### src/rtl/mcd_pkg.sv
package mcd_pkg;
  localparam int CODE_W = 3;

  typedef struct packed {
    logic fsk;
    logic mode;
    logic hyb;
    logic tr;
    logic test;
  } fn_sel_t;

  function automatic logic code_is_pd(input logic [CODE_W-1:0] c);
    return c == 3'b100;
  endfunction

  function automatic fn_sel_t decode_code(input logic [CODE_W-1:0] c);
    fn_sel_t s;
    s      = '0;
    s.fsk  = c[1] & c[0];
    s.mode = c[2] & c[1] & c[0];
    s.hyb  = c[1] & ~c[0];
    s.tr   = ~c[1] & c[0];
    s.test = (c == 3'b000);
    return s;
  endfunction
endpackage

### src/rtl/mcd_sync.sv
module mcd_sync #(
  parameter int W      = 3,
  parameter int STAGES = 2
) (
  input  logic         clk,
  input  logic         rst_n,
  input  logic [W-1:0] d_i,
  output logic [W-1:0] q_o
);
  logic [W-1:0] stage_q [STAGES];

  for (genvar g = 0; g < STAGES; g++) begin : g_stage
    logic [W-1:0] stage_d;
    if (g == 0) begin : g_first
      assign stage_d = d_i;
    end else begin : g_next
      assign stage_d = stage_q[g-1];
    end
    always_ff @(posedge clk or negedge rst_n) begin
      if (!rst_n) stage_q[g] <= '0;
      else        stage_q[g] <= stage_d;
    end
  end

  assign q_o = stage_q[STAGES-1];
endmodule

### src/rtl/mcd_pd_filter.sv
module mcd_pd_filter #(
  parameter int PD_HOLD = 3580
) (
  input  logic clk,
  input  logic rst_n,
  input  logic pd_code_i,
  output logic pd_o,
  output logic pd_set_o,
  output logic rst_pulse_o
);
  localparam int CW = (PD_HOLD > 2) ? $clog2(PD_HOLD) : 1;
  localparam logic [CW-1:0] LAST = CW'(PD_HOLD - 1);

  logic [CW-1:0] cnt_q, cnt_d;
  logic          pd_q, pd_d;
  logic          was_q, was_d;
  logic          rst_q, rst_d;
  logic          at_last;

  assign at_last = (cnt_q == LAST);

  always_comb begin
    cnt_d = cnt_q;
    pd_d  = pd_q;
    was_d = pd_code_i;
    rst_d = 1'b0;
    if (pd_code_i) begin
      if (at_last) pd_d  = 1'b1;
      else         cnt_d = cnt_q + 1'b1;
    end else begin
      cnt_d = '0;
      pd_d  = 1'b0;
      rst_d = was_q & ~pd_q;
    end
  end

  always_ff @(posedge clk or negedge rst_n) begin
    if (!rst_n) begin
      cnt_q <= '0;
      pd_q  <= 1'b0;
      was_q <= 1'b0;
      rst_q <= 1'b0;
    end else begin
      cnt_q <= cnt_d;
      pd_q  <= pd_d;
      was_q <= was_d;
      rst_q <= rst_d;
    end
  end

  assign pd_o        = pd_q;
  assign pd_set_o    = pd_code_i & ~pd_q & at_last;
  assign rst_pulse_o = rst_q;
endmodule

### src/rtl/mcd_sel_reg.sv
module mcd_sel_reg
  import mcd_pkg::*;
(
  input  logic              clk,
  input  logic              rst_n,
  input  logic [CODE_W-1:0] code_i,
  input  logic              pd_code_i,
  input  logic              pd_set_i,
  output fn_sel_t           sel_o
);
  fn_sel_t sel_q, sel_d;
  logic    load_en;

  assign load_en = ~pd_code_i | pd_set_i;

  always_comb begin
    if (!pd_code_i) sel_d = decode_code(code_i);
    else            sel_d = '0;
  end

  always_ff @(posedge clk or negedge rst_n) begin
    if (!rst_n) begin
      sel_q      <= '0;
      sel_q.test <= 1'b1;
    end else if (load_en) begin
      sel_q <= sel_d;
    end
  end

  assign sel_o = sel_q;
endmodule

### src/rtl/mcd_pin_mux.sv
module mcd_pin_mux
  import mcd_pkg::*;
(
  input  fn_sel_t sel_i,
  input  logic    fsk_data_i,
  input  logic    ready_n_i,
  input  logic    carrier_n_i,
  input  logic    steer_n_i,
  input  logic    early_i,
  input  logic    guard_i,
  output logic    data_o,
  output logic    strobe_n_o,
  output logic    carrier_n_o,
  output logic    early_o,
  output logic    guard_o
);
  logic alert_en;

  assign alert_en = sel_i.hyb | sel_i.tr;

  always_comb begin
    data_o      = 1'b1;
    strobe_n_o  = 1'b1;
    carrier_n_o = 1'b1;
    early_o     = 1'b0;
    guard_o     = 1'b0;
    if (sel_i.fsk) begin
      data_o      = fsk_data_i;
      carrier_n_o = carrier_n_i;
      if (sel_i.mode) strobe_n_o = ready_n_i;
    end else if (alert_en) begin
      strobe_n_o = steer_n_i;
      early_o    = early_i;
      guard_o    = guard_i;
    end
  end
endmodule

### src/rtl/call_mode_ctrl.sv
module call_mode_ctrl
  import mcd_pkg::*;
#(
  parameter int PD_HOLD     = 3580,
  parameter int SYNC_STAGES = 2
) (
  input  logic       clk,
  input  logic       rst_n,
  input  logic [2:0] cfg_i,
  input  logic       fsk_data_i,
  input  logic       ready_n_i,
  input  logic       carrier_n_i,
  input  logic       steer_n_i,
  input  logic       early_i,
  input  logic       guard_i,
  output logic       fsk_en_o,
  output logic       rd_mode_o,
  output logic       hyb_alert_en_o,
  output logic       tr_alert_en_o,
  output logic       pwrdn_o,
  output logic       core_rst_o,
  output logic       data_o,
  output logic       strobe_n_o,
  output logic       carrier_n_o,
  output logic       early_o,
  output logic       guard_o
);
  logic [CODE_W-1:0] code_s;
  logic              pd_code;
  logic              pd_set;
  fn_sel_t           sel;

  mcd_sync #(.W(CODE_W), .STAGES(SYNC_STAGES)) i_sync (
    .clk   (clk),
    .rst_n (rst_n),
    .d_i   (cfg_i),
    .q_o   (code_s)
  );

  assign pd_code = code_is_pd(code_s);

  mcd_pd_filter #(.PD_HOLD(PD_HOLD)) i_pd_filter (
    .clk         (clk),
    .rst_n       (rst_n),
    .pd_code_i   (pd_code),
    .pd_o        (pwrdn_o),
    .pd_set_o    (pd_set),
    .rst_pulse_o (core_rst_o)
  );

  mcd_sel_reg i_sel_reg (
    .clk       (clk),
    .rst_n     (rst_n),
    .code_i    (code_s),
    .pd_code_i (pd_code),
    .pd_set_i  (pd_set),
    .sel_o     (sel)
  );

  mcd_pin_mux i_pin_mux (
    .sel_i       (sel),
    .fsk_data_i  (fsk_data_i),
    .ready_n_i   (ready_n_i),
    .carrier_n_i (carrier_n_i),
    .steer_n_i   (steer_n_i),
    .early_i     (early_i),
    .guard_i     (guard_i),
    .data_o      (data_o),
    .strobe_n_o  (strobe_n_o),
    .carrier_n_o (carrier_n_o),
    .early_o     (early_o),
    .guard_o     (guard_o)
  );

  assign fsk_en_o       = sel.fsk;
  assign rd_mode_o      = sel.mode;
  assign hyb_alert_en_o = sel.hyb;
  assign tr_alert_en_o  = sel.tr;
endmodule

### config.mk
export PLATFORM = sky130hd
export DESIGN_NAME = call_mode_ctrl
export DESIGN_NICKNAME = d
export VERILOG_FILES = /design/src/rtl/mcd_pkg.sv /design/src/rtl/mcd_sync.sv /design/src/rtl/mcd_pd_filter.sv /design/src/rtl/mcd_sel_reg.sv /design/src/rtl/mcd_pin_mux.sv /design/src/rtl/call_mode_ctrl.sv
export SDC_FILE = /design/constraint.sdc
export NUM_CORES = 1
export LEC_CHECK = 0
export BUFFER_PORTS_ARGS = -buffer_cell sky130_fd_sc_hd__buf_2
export CAP_MARGIN = 20
export CORE_ASPECT_RATIO = 0.7
export CORE_MARGIN = 1.5
export CORE_UTILIZATION = 45
export CTS_CLUSTER_SIZE = 12
export DETAILED_ROUTE_END_ITERATION = 7
export PLACE_DENSITY_LB_ADDON = 0.25
export SLEW_MARGIN = 25
export SYNTH_ARGS = -nofsm -noshare
export SYNTH_HDL_FRONTEND = slang
export SYNTH_SLANG_ARGS = --single-unit
export TNS_END_PERCENT = 5
### constraint.sdc
create_clock -name clk -period 1.4 [get_ports clk]
set_input_delay 0 -clock clk [delete_from_list [all_inputs] [get_ports clk]]
set_output_delay 0 -clock clk [all_outputs]
set_load 0.02 [all_outputs]
==> flow_metrics.tcl <==
set metrics [dict create \
    dr_wl_met2_um 1150 \
    dr.pass1.iters 5 \
    min_path_type "in2async" \
    clock_skew_ns 0.00940 \
    final_nets 161 \
    synth-xor-area-share_pct 1.56 \
    initial_core_util_pct 50.0 \
    finalWirelength_um 2470 \
    drv_cap 0 \
    wire_per_inst_um 13.7 \
    yosysSeqAreaShare_pct 55.8 \
    fmax_mhz 721 \
    grt_pass1_wl_um 4140 \
    status "finished, final reports clean" \
    clkTransAtPathRegs_ns 0.14 \
    dr_wl_met3_um 112 \
    core_mm2 0.00224 \
    vias_per_cell 5.43 \
    arrival_ns 1.65 \
    layout_min_cycle_time_ns 1.39 \
    critPathKind "reg2reg" \
    synth_area_mm2 0.00112 \
    critPathRequiredTime_ns 1.66 \
    synthMuxAreaShare_pct 0 \
    final-setup-viol-count 0 \
    min_period_over_period_pct 99.0 \
    crit_chain "nand3_2 -> or4_1 -> a21oi_2" \
    die_w_um 62.7 \
    top_layer "met4" \
    fp.dieArea_mm2 0.00280 \
    fin_total_pwr_mw 1.21 \
    drtIter0Drc 36 \
    cts_tree "built" \
    rsz0062_at_grt "true" \
    clock_latency_ns 0.33 \
    clkSinkCount 25 \
    grt_overflow 0 \
    crit_family "simple AND/OR/NAND/NOR gates" \
    yosys.area_share.simple_pct 22.0 \
    synth-compound-area-share_pct 16.2 \
    antenna_found_initial 0 \
    cts_buffers 3 \
    synthesis.nets 118 \
    port-buffer-count 21 \
    slew_viol_final 0 \
    cp-start-kind "flip-flop" \
    grt_pass1_vias 917 \
    h-tree-depth 1 \
    synthToLayoutAreaGrowth_pct 32.8 \
    dp.cells 171 \
    cp_num_buf_inv 0 \
    hold_violations 0 \
    synth_cells 106 \
    slew_headroom_pct 62.9 \
    drive_above_1_share_pct 37.8 \
    drc_errors 0 \
    die_y_um 44.8 \
    cts_root_buf "clkbuf_4" \
    cts_buffer_depth 2 \
    synthAdderAreaFrac_pct 1.12 \
    ys.warnings.count 0 \
    ff2ff_setup_slack_ns 0.01 \
    vias 977 \
    place_congestion 0.735 \
    crit_fanout 4 \
    power_density_mw_per_mm2 810 \
    fillers 204 \
    ys_seq_elements 25 \
    final_cells 180 \
    synth_cell_types 34 \
    worst_pin_slew_ns 0.556 \
    power_leakage_nw 0.616 \
    grt_max_degree 26 \
    ir_drop_mv 0.791 \
    cp_slowest_cell "or4_1" \
    dp_hpwl_um 1790 \
    n_antenna_cell 0 \
    cpPeakStageDelay_ns 0.55 \
    grt_usage_pct 19.6 \
    synth_top_family_by_area "simple AND/OR/NAND/NOR gates" \
    met1Wirelength_um 1180 \
    ant_nets 0 \
    num_rows 14 \
    syn_area_per_cell_um2 10.6 \
    endpoint_kind "flip-flop" \
    io-pin-count 22 \
]
[where the power goes]
| group | internal, mW | switching, mW |
|---|---|---|
| logic | 0.0478 | 0.0669 |
| registers | 0.741 | 0.0187 |
| clock network | 0.109 | 0.222 |
[worst reg2reg max path, cell delays in order, from the launching register on]
cell and delay (ns):
dfrtp_1 0.46, nand3_2 0.16, or4_1 0.55, a21oi_2 0.15
[stage by stage]
| step | setup WS, ns | instance area, µm² | TNS, ns | util, % | hold slack, ns |
|---|---|---|---|---|---|
| 2_1_floorplan | 0.0335 | 1130 | 0 | - | -0.296 |
| 3_3_place_gp | 0.0447 | 1370 | 0 | 61.0 | 0.0137 |
| 3_5_place_dp | 0.00111 | 1370 | 0 | 61.0 | 0.0176 |
| 4_1_cts | -0.00964 | 1450 | -0.00964 | 64.6 | 0.186 |
| 5_1_grt | -0.0699 | 1490 | -0.402 | 66.4 | 0.219 |
| 6_report | 0.0137 | 1490 | 0 | 66.4 | 0.176 |
[state kept, by name (all words and copies together), names as in the netlist]
| name | flops |
|---|---|
| i_sync.g_stage.stage_d | 3 |
| i_pd_filter.rst_pulse_o | 1 |
| i_sync.q_o | 3 |
| i_sel_reg.sel_o | 4 |
| i_pd_filter.was_q | 1 |
| i_pd_filter.cnt_q | 12 |
| i_pd_filter.pd_o | 1 |
[layer usage]
metal | vias up | global-route usage (%)
met3 | 4 | 5.49
met4 | 0 | 8.44
met1 | 466 | 26.4
met2 | 27 | 30.8
li1 | 480 | -
met5 | - | 0
[timing repair]
item | CTS | global route
hold buffers | 4 | 0
resized for setup | 2 | 13
pin swaps | 0 | 7
cloned | 0 | 0
endpoints found under the setup margin | 4 | 10
endpoints found under the hold margin | 28 | 0
setup buffers | 0 | 1
[final timing paths]
check | start | depth (start not counted) | end
hold reg to reg | i_sync.g_stage[1].stage_d[0] | 0 | i_sync.q_o[0]
setup reg to reg | i_pd_filter.cnt_q[0] | 3 | i_pd_filter.cnt_q[11]
min in group clk | fsk_data_i | 3 | data_o
max in group asynchronous | rst_n | 2 | i_pd_filter.cnt_q[6]
setup / recovery | i_pd_filter.cnt_q[0] | 3 | i_pd_filter.cnt_q[11]
hold / removal | rst_n | 2 | i_sel_reg.sel_o[1]
[cells in the final DEF (no fill, tap or decap), types with 2 or more instances in the layout]
cell / n
nor2_1: 4
o21ai_0: 2
inv_1: 5
o21a_1: 3
dfrtp_1: 18
nand3_1: 2
nand2b_1: 2
o31ai_1: 5
nor3_1: 3
nor3b_1: 3
a21oi_1: 8
buf_4: 15
or4_1: 5
or3_1: 2
a31oi_1: 4
nand2_1: 7
a21oi_2: 2
dfrtp_2: 7
o22ai_1: 3
nand3_2: 3
clkbuf_4: 3
buf_2: 21
dlygate4sd3_1: 4
[layout make-up]
cell class	count	area, µm²	share of cell area, %
clock inverters	1	7.51	0.504
repair buffers	40	258	17.3
flip-flops and latches	25	634	42.6
inverters	6	22.5	1.51
well taps	32	40.0	2.69
clock buffers	3	22.5	1.51
multi-input cells	73	504	33.9
[synthesized netlist by cell type]
library cell   n  area [µm²]
a21oi_1       10        50.1
nor3_2         1        10.0
o31ai_1        5        37.5
ha_1           1        12.5
clkinv_1       1        3.75
or3_1          2        12.5
or4_1          5        37.5
xor2_1         1        8.76
o22ai_1        3        18.8
nor3b_1        3        22.5
nand4_2        1        12.5
nand3b_1       1        7.51
nand4_1        1        6.26
buf_6          1        11.3
xnor2_1        1        8.76
a31oi_1        4        25.0
nand3_1        4        20.0
nand2b_1       2        12.5
nand2_1        7        26.3
o311ai_0       1        8.76
dfrtp_1       25         626
o21a_1         3        22.5
o31a_1         1        8.76
or2b_1         1        7.51
nor4_1         1        6.26
nor2_1         5        18.8
and3_1         1        6.26
nand3_2        1        10.0
nor3_1         3        15.0
clkbuf_1       1        3.75
nand4b_1       1        8.76
o21ai_0        2        10.0
inv_1          5        18.8
and2_1         1        6.26
[cells by family after synthesis]
family                   after synthesis
buffers and inverters                  8
AO/OA/AOI/OAI                         29
XOR/XNOR                               2
AND/OR/NAND/NOR                       41
flip-flops                            25
adder cells (fa/ha/maj)                1
No activity file was read; power rests on OpenSTA's default activity.
